## config.mk

```make
export PLATFORM = sky130hd
export DESIGN_NAME = fault_gated_req_port
export DESIGN_NICKNAME = d
export VERILOG_FILES = /design/src/rtl/fgate_pkg.sv /design/src/rtl/fgate_fault_reg.sv /design/src/rtl/fgate_txn_ctrl.sv /design/src/rtl/fgate_err_class.sv /design/src/rtl/fault_gated_req_port.sv
export SDC_FILE = /design/constraint.sdc
export NUM_CORES = 1
export LEC_CHECK = 0
export ABC_AREA = 1
export BUFFER_PORTS_ARGS = -buffer_cell sky130_fd_sc_hd__buf_4
export CORE_MARGIN = 2
export CORE_UTILIZATION = 30
export CTS_CLUSTER_SIZE = 10
export DETAILED_ROUTE_END_ITERATION = 8
export PLACE_DENSITY = 0.89
export RECOVER_POWER = 50
export SLEW_MARGIN = 30
export SYNTH_ARGS = -nofsm -noshare
export SYNTH_HDL_FRONTEND = slang
export SYNTH_SLANG_ARGS = --single-unit
```

## constraint.sdc

```tcl
create_clock -name clk -period 2.49 [get_ports clk]
set_clock_uncertainty 0.05 [all_clocks]
set_input_delay 0.1245 -clock clk [delete_from_list [all_inputs] [get_ports clk]]
set_output_delay 0.1245 -clock clk [all_outputs]
set_load 0.01 [all_outputs]
```

## src/rtl/fgate_pkg.sv

```systemverilog
// Shared types for the fault-gated request port.
package fgate_pkg;

    // Transaction controller state
    typedef enum logic [0:0] {
        ST_IDLE = 1'b0,  // accepting a request
        ST_RESP = 1'b1   // granted, waiting for a response
    } txn_state_e;

    // Attributes captured at grant time
    typedef struct packed {
        logic is_store;  // 1: store access, 0: load access
        logic faulted;   // grant was produced from a protection fault
    } txn_attr_t;

endpackage

```

## src/rtl/fgate_fault_reg.sv

```systemverilog
// Fault sampling register.
// Registers the checker's verdict, qualified by the master request, so that
// the local grant is produced from a stable, flopped copy. Assumes the
// master holds its address (and the checker its verdict) until granted.
module fgate_fault_reg (
    input  logic clk,
    input  logic rst_n,
    input  logic req_i,
    input  logic fault_i,
    output logic fault_q_o
);

    // Capture the request-qualified fault each cycle.
    always_ff @(posedge clk) begin
        if (!rst_n) fault_q_o <= 1'b0;
        else        fault_q_o <= req_i & fault_i;
    end

endmodule

```

## src/rtl/fgate_txn_ctrl.sv

```systemverilog
// Transaction controller.
// Tracks a single outstanding access. While idle it passes a real grant
// through, or it grants locally from the registered fault. In the response
// state it completes on a bus response, or at once if the grant was local.
// Assumes the master raises no new request before the response arrives.
module fgate_txn_ctrl
    import fgate_pkg::*;
(
    input  logic      clk,
    input  logic      rst_n,
    input  logic      m_req_i,
    input  logic      m_we_i,
    input  logic      fault_q_i,
    input  logic      b_gnt_i,
    input  logic      b_rvalid_i,
    input  logic      b_err_i,
    output logic      m_gnt_o,
    output logic      m_rvalid_o,
    output logic      m_err_o,
    output txn_attr_t attr_o
);

    txn_state_e state_q, state_d;
    txn_attr_t  attr_q, attr_d;
    logic       grant;

    // Grant is real or local, and only taken while idle.
    always_comb begin
        grant = 1'b0;
        if (state_q == ST_IDLE) grant = m_req_i & (b_gnt_i | fault_q_i);
    end

    // Next state and captured attributes.
    always_comb begin
        state_d = state_q;
        attr_d  = attr_q;
        unique case (state_q)
            ST_IDLE: begin
                if (grant) begin
                    state_d         = ST_RESP;
                    attr_d.is_store = m_we_i;
                    attr_d.faulted  = fault_q_i;
                end
            end
            ST_RESP: begin
                if (b_rvalid_i || attr_q.faulted) begin
                    state_d        = ST_IDLE;
                    attr_d.faulted = 1'b0;
                end
            end
            default: state_d = ST_IDLE;
        endcase
    end

    // State and attribute registers.
    always_ff @(posedge clk) begin
        if (!rst_n) begin
            state_q <= ST_IDLE;
            attr_q  <= '0;
        end else begin
            state_q <= state_d;
            attr_q  <= attr_d;
        end
    end

    // Master-side response; a local completion carries an error.
    always_comb begin
        m_gnt_o    = grant;
        m_rvalid_o = 1'b0;
        m_err_o    = 1'b0;
        if (state_q == ST_RESP) begin
            m_rvalid_o = b_rvalid_i | attr_q.faulted;
            m_err_o    = (b_rvalid_i & b_err_i) | attr_q.faulted;
        end
    end

    assign attr_o = attr_q;

    AST_GNT_SINGLE: assert property (@(posedge clk) disable iff (!rst_n)
        m_gnt_o |=> !m_gnt_o);
    AST_ERR_WITH_VALID: assert property (@(posedge clk) disable iff (!rst_n)
        m_err_o |-> m_rvalid_o);
    AST_IDLE_RESP_DROPPED: assert property (@(posedge clk) disable iff (!rst_n)
        (!m_gnt_o && state_q == ST_IDLE) |=> !m_rvalid_o);

endmodule

```

## src/rtl/fgate_err_class.sv

```systemverilog
// Error classifier.
// Splits a failing response into a load-fault or store-fault pulse, using
// the write flag captured at grant time.
module fgate_err_class
    import fgate_pkg::*;
(
    input  logic      clk,
    input  logic      rst_n,
    input  logic      rvalid_i,
    input  logic      err_i,
    input  txn_attr_t attr_i,
    output logic      load_fault_o,
    output logic      store_fault_o
);

    logic fail;

    // A failing response is a valid response carrying an error.
    always_comb begin
        fail          = rvalid_i & err_i;
        load_fault_o  = fail & ~attr_i.is_store;
        store_fault_o = fail &  attr_i.is_store;
    end

    AST_FAULT_EXCLUSIVE: assert property (@(posedge clk) disable iff (!rst_n)
        !(load_fault_o && store_fault_o));
    AST_LOAD_PULSE: assert property (@(posedge clk) disable iff (!rst_n)
        load_fault_o |=> !load_fault_o);
    AST_STORE_PULSE: assert property (@(posedge clk) disable iff (!rst_n)
        store_fault_o |=> !store_fault_o);

endmodule

```

## src/rtl/fault_gated_req_port.sv

```systemverilog
// Fault-gated bus request port (top).
// Keeps faulted requests off the bus and completes them toward the master
// as a local grant followed by an error response. Assumes one outstanding
// access, and that the address and fault verdict stay stable until granted.
module fault_gated_req_port
    import fgate_pkg::*;
#(
    parameter int ADDR_W = 32
) (
    input  logic              clk,
    input  logic              rst_n,
    input  logic              m_req_i,
    input  logic [ADDR_W-1:0] m_addr_i,
    input  logic              m_we_i,
    output logic              m_gnt_o,
    output logic              m_rvalid_o,
    output logic              m_err_o,
    output logic              load_fault_o,
    output logic              store_fault_o,
    input  logic              fault_i,
    output logic              b_req_o,
    output logic [ADDR_W-1:0] b_addr_o,
    output logic              b_we_o,
    input  logic              b_gnt_i,
    input  logic              b_rvalid_i,
    input  logic              b_err_i
);

    logic      fault_q;
    txn_attr_t attr;

    // Bus-side request gating and attribute passthrough.
    always_comb begin
        b_req_o  = m_req_i & ~fault_i;
        b_addr_o = m_addr_i;
        b_we_o   = m_we_i;
    end

    fgate_fault_reg u_fault_reg (
        .clk       (clk),
        .rst_n     (rst_n),
        .req_i     (m_req_i),
        .fault_i   (fault_i),
        .fault_q_o (fault_q)
    );

    fgate_txn_ctrl u_ctrl (
        .clk        (clk),
        .rst_n      (rst_n),
        .m_req_i    (m_req_i),
        .m_we_i     (m_we_i),
        .fault_q_i  (fault_q),
        .b_gnt_i    (b_gnt_i),
        .b_rvalid_i (b_rvalid_i),
        .b_err_i    (b_err_i),
        .m_gnt_o    (m_gnt_o),
        .m_rvalid_o (m_rvalid_o),
        .m_err_o    (m_err_o),
        .attr_o     (attr)
    );

    fgate_err_class u_class (
        .clk           (clk),
        .rst_n         (rst_n),
        .rvalid_i      (m_rvalid_o),
        .err_i         (m_err_o),
        .attr_i        (attr),
        .load_fault_o  (load_fault_o),
        .store_fault_o (store_fault_o)
    );

    AST_FAULT_OFF_BUS: assert property (@(posedge clk) disable iff (!rst_n)
        (m_gnt_o && !b_gnt_i) |-> !b_req_o);
    AST_LOCAL_GNT_DELAYED: assert property (@(posedge clk) disable iff (!rst_n)
        (m_gnt_o && !b_gnt_i) |-> $past(m_req_i && fault_i));
    AST_LOCAL_GNT_ERR: assert property (@(posedge clk) disable iff (!rst_n)
        (m_gnt_o && !b_gnt_i) |=> (m_rvalid_o && m_err_o));

endmodule

```

==> load_flow_metrics.sql <==
INSERT INTO impl_metrics (metric_group, metric, value, unit) VALUES
('cts', 'number_of_clock_buffers_inserted_by_tritoncts', '3', ''),
('placed_design', 'gp_routability_congestion', '0.691', ''),
('global_routing', 'grt_util_all_layers', '7.42', '%'),
('pwr', 'ir_drop', '0.129', 'mV'),
('yosys', 'synth-edff-count', '0', ''),
('drt', 'dr.first_iter.drc_count', '1', ''),
('setup_path', 'timing.setup.critical_path_class', 'reg2out', ''),
('yosys', 'synthMostInstantiatedCell', 'buf_4', ''),
('yosys', 'synth_top_cell_by_area', 'buf_4', ''),
('global_routing', 'remaining_overflow_grt', '0', ''),
('yosys', 'synth_largest_type_area_fraction', '50.1', '%'),
('placed_design', 'io_buffer_count', '14', ''),
('global_routing', 'grt_start_max_net_pins', '5', ''),
('setup_path', 'rr_endpoint', 'u_ctrl.attr_o[0]$_SDFFE_PN0P_', ''),
('global_routing', 'grt_first_pass_wirelength', '938', 'µm'),
('yosys', 'ys_async_sr_fraction', '0', '%'),
('hold_path', 'holdPathStages', '3', ''),
('sta', 'finalSetupViolations', '0', ''),
('pwr', 'power', '193', 'µW'),
('pwr', 'areal_power_density_over_the_cells', '490', 'mW/mm²'),
('setup_path', 'worst_case_reg_to_reg_path_depth', '4', ''),
('cells_and_area', 'layout-drive-gt1-share', '50.0', '%'),
('cts', 'clock_tree.buffer_depth', '2', ''),
('pwr', 'power.static_leakage', '0.206', 'nW'),
('sta', 'final.setup.tns', '0', 'ns'),
('yosys', 'syn_nets', '110', ''),
('cells_and_area', 'finish.net_count', '96', ''),
('yosys', 'dominant_combinational_cell_family_by_area_after_synthesis', 'buffers and inverters', ''),
('cts', 'clk_pin_slew_worst_paths', '0.04', 'ns'),
('yosys', 'synth.area.mux_share', '0', '%'),
('pwr', 'p_sw_share', '26.7', '%'),
('placed_design', 'placedCellCount', '67', ''),
('drt', 'post_drt_wl_per_cell', '9.83', 'µm'),
('pwr', 'switchingPower', '51.5', 'µW'),
('yosys', 'synth.yosys.seq_area_share', '16.2', '%'),
('yosys', 'postSynth.topFlopCell', 'dfxtp_1', ''),
('drt', 'drt_first_pass_iters', '2', ''),
('floorplan', 'floorplan.die.width', '44.6', 'µm'),
('cts', 'tritoncts', 'yes', ''),
('pwr', 'power_frac_clock', '43.1', '%'),
('cells_and_area', 'areaGrowthSynthToFinish', '-20.3', '%'),
('pwr', 'power.combinational.fraction', '20.1', '%'),
('drt', 'routed_via_density', '3.94', ''),
('cells_and_area', 'fill_cells', '172', ''),
('outcome', 'status', 'finished, final reports clean', ''),
('cts', 'cts_sinks', '4', ''),
('yosys', 'synth.avg_cell_area', '7.06', 'µm²'),
('sta', 'relSlewSlack', '87.1', '%'),
('setup_path', 'regToRegSetupSlack', '1.63', 'ns'),
('pwr', 'power_frac_seq', '36.8', '%'),
('floorplan', 'die_area', '0.00199', 'mm²'),
('floorplan', 'io_pins', '79', ''),
('hold_path', 'min-delay-start', 'rst_n', ''),
('sta', 'period_minus_slack', '1.27', 'ns'),
('yosys', 'post_synth_most_frequent_cells', '33 x buf_4, 8 x inv_1, 7 x nand2_1, 6 x nor2_1, 4 x dfxtp_1', ''),
('setup_path', 'critical_register_to_register_path_startpoint', 'u_ctrl.state_q$_SDFF_PN0_', ''),
('cells_and_area', 'n_antenna_cell', '0', ''),
('global_routing', 'grt_pass1_vias', '245', ''),
('cells_and_area', 'post_layout_nonfiller_instances', '70', ''),
('yosys', 'synth_xor_area_share', '0', '%'),
('drt', 'ant_nets', '0', ''),
('floorplan', 'floorplan.die.height', '44.6', 'µm'),
('yosys', 'synth_area', '494', 'µm²'),
('placed_design', 'dp_hpwl', '555', 'µm'),
('floorplan', 'row_count', '14', ''),
('setup_path', 'cp-start-kind', 'register', ''),
('yosys', 'synth.area.top_cells', 'buf_4 50%, dfxtp_1 16%, inv_1 6.1%, nand2_1 5.3%, nor2_1 4.6%', ''),
('setup_path', 'peak_fanout_along_the_critical_path', '4', ''),
('setup_path', 'crit_required', '2.32', 'ns'),
('drt', 'routed-via-count', '276', ''),
('sta', 'fmax', '0.784', 'GHz');
cell type report:
cell class / count / area [µm²] / area share, %
clock buffers: 3 / 22.5 / 5.71
multi-input cells: 23 / 129 / 32.7
well taps: 16 / 20.0 / 5.08
flip-flops and latches: 4 / 80.1 / 20.3
inverters: 10 / 37.5 / 9.52
repair buffers: 14 / 105 / 26.7
cell usage in the layout, fill, tap and decap left out, drive strengths merged:
| cell | synthesis | layout |
|---|---|---|
| o21ai | 1 | 1 |
| nand2 | 8 | 8 |
| a21oi | 3 | 3 |
| dfxtp | 4 | 4 |
| inv | 10 | 10 |
| nor2 | 10 | 10 |
| clkbuf | 0 | 3 |
| nand3 | 1 | 1 |
| buf | 33 | 14 |
routing by layer:
| metal | global-route usage [%] | vias up | share of wire, % |
|---|---|---|---|
| met5 | 0 | - | 0 |
| met1 | 6.83 | 103 | 34 |
| met3 | 6.94 | 8 | 22 |
| met2 | 6.67 | 25 | 36 |
| met4 | 12.7 | 0 | 7.7 |
| li1 | - | 140 | - |
flip-flops by register name, indices dropped and copies added (netlist names):
signal                 cells
u_ctrl.state_q             1
u_ctrl.attr_o              2
u_fault_reg.fault_q_o      1
power groups by stage:
| stage | clock network (mW) | registers (mW) | logic (mW) |
|---|---|---|---|
| after floorplan | 0 | 0.0715 | 0.0749 |
| after global placement | 0 | 0.0719 | 0.0387 |
| after detailed placement | 0 | 0.0721 | 0.0393 |
| after CTS | 0.0877 | 0.0710 | 0.0393 |
| after global routing | 0.0904 | 0.0716 | 0.0427 |
| final | 0.0832 | 0.0709 | 0.0388 |
through the flow:
step,hold WS [ns],setup WS (ns),cell area [µm²]
CTS,0.0563,1.19,394
detailed placement,0.199,1.45,372
global route,0.0692,1.12,394
finish,0.0596,1.22,394
global placement,0.199,1.50,372
floorplan,0.188,1.52,494
logic make-up after synthesis:
kind of cell | count (synthesis)
AO/OA/AOI/OAI | 4
buffers and inverters | 43
flip-flops | 4
AND/OR/NAND/NOR | 19
worst max path at each step:
| stage | from | endpoint | slack (ns) | depth (start not counted) |
|---|---|---|---|---|
| global route | u_ctrl.state_q$_SDFF_PN0_ | load_fault_o | 1.12 | 5 |
| floorplan | u_ctrl.state_q$_SDFF_PN0_ | load_fault_o | 1.52 | 4 |
| finish | u_ctrl.state_q$_SDFF_PN0_ | load_fault_o | 1.22 | 5 |
| detailed placement | u_ctrl.state_q$_SDFF_PN0_ | load_fault_o | 1.45 | 5 |
| CTS | u_ctrl.state_q$_SDFF_PN0_ | load_fault_o | 1.19 | 5 |
| global placement | u_ctrl.state_q$_SDFF_PN0_ | store_fault_o | 1.50 | 5 |
worst max-delay path: stages (launching register included):
cell and delay, ns:
dfxtp_1 0.37, inv_2 0.07, a21oi_4 0.13, o21ai_2 0.09
nor2_2 0.08, buf_4 0.12
Power figures use the tool's default switching activity.
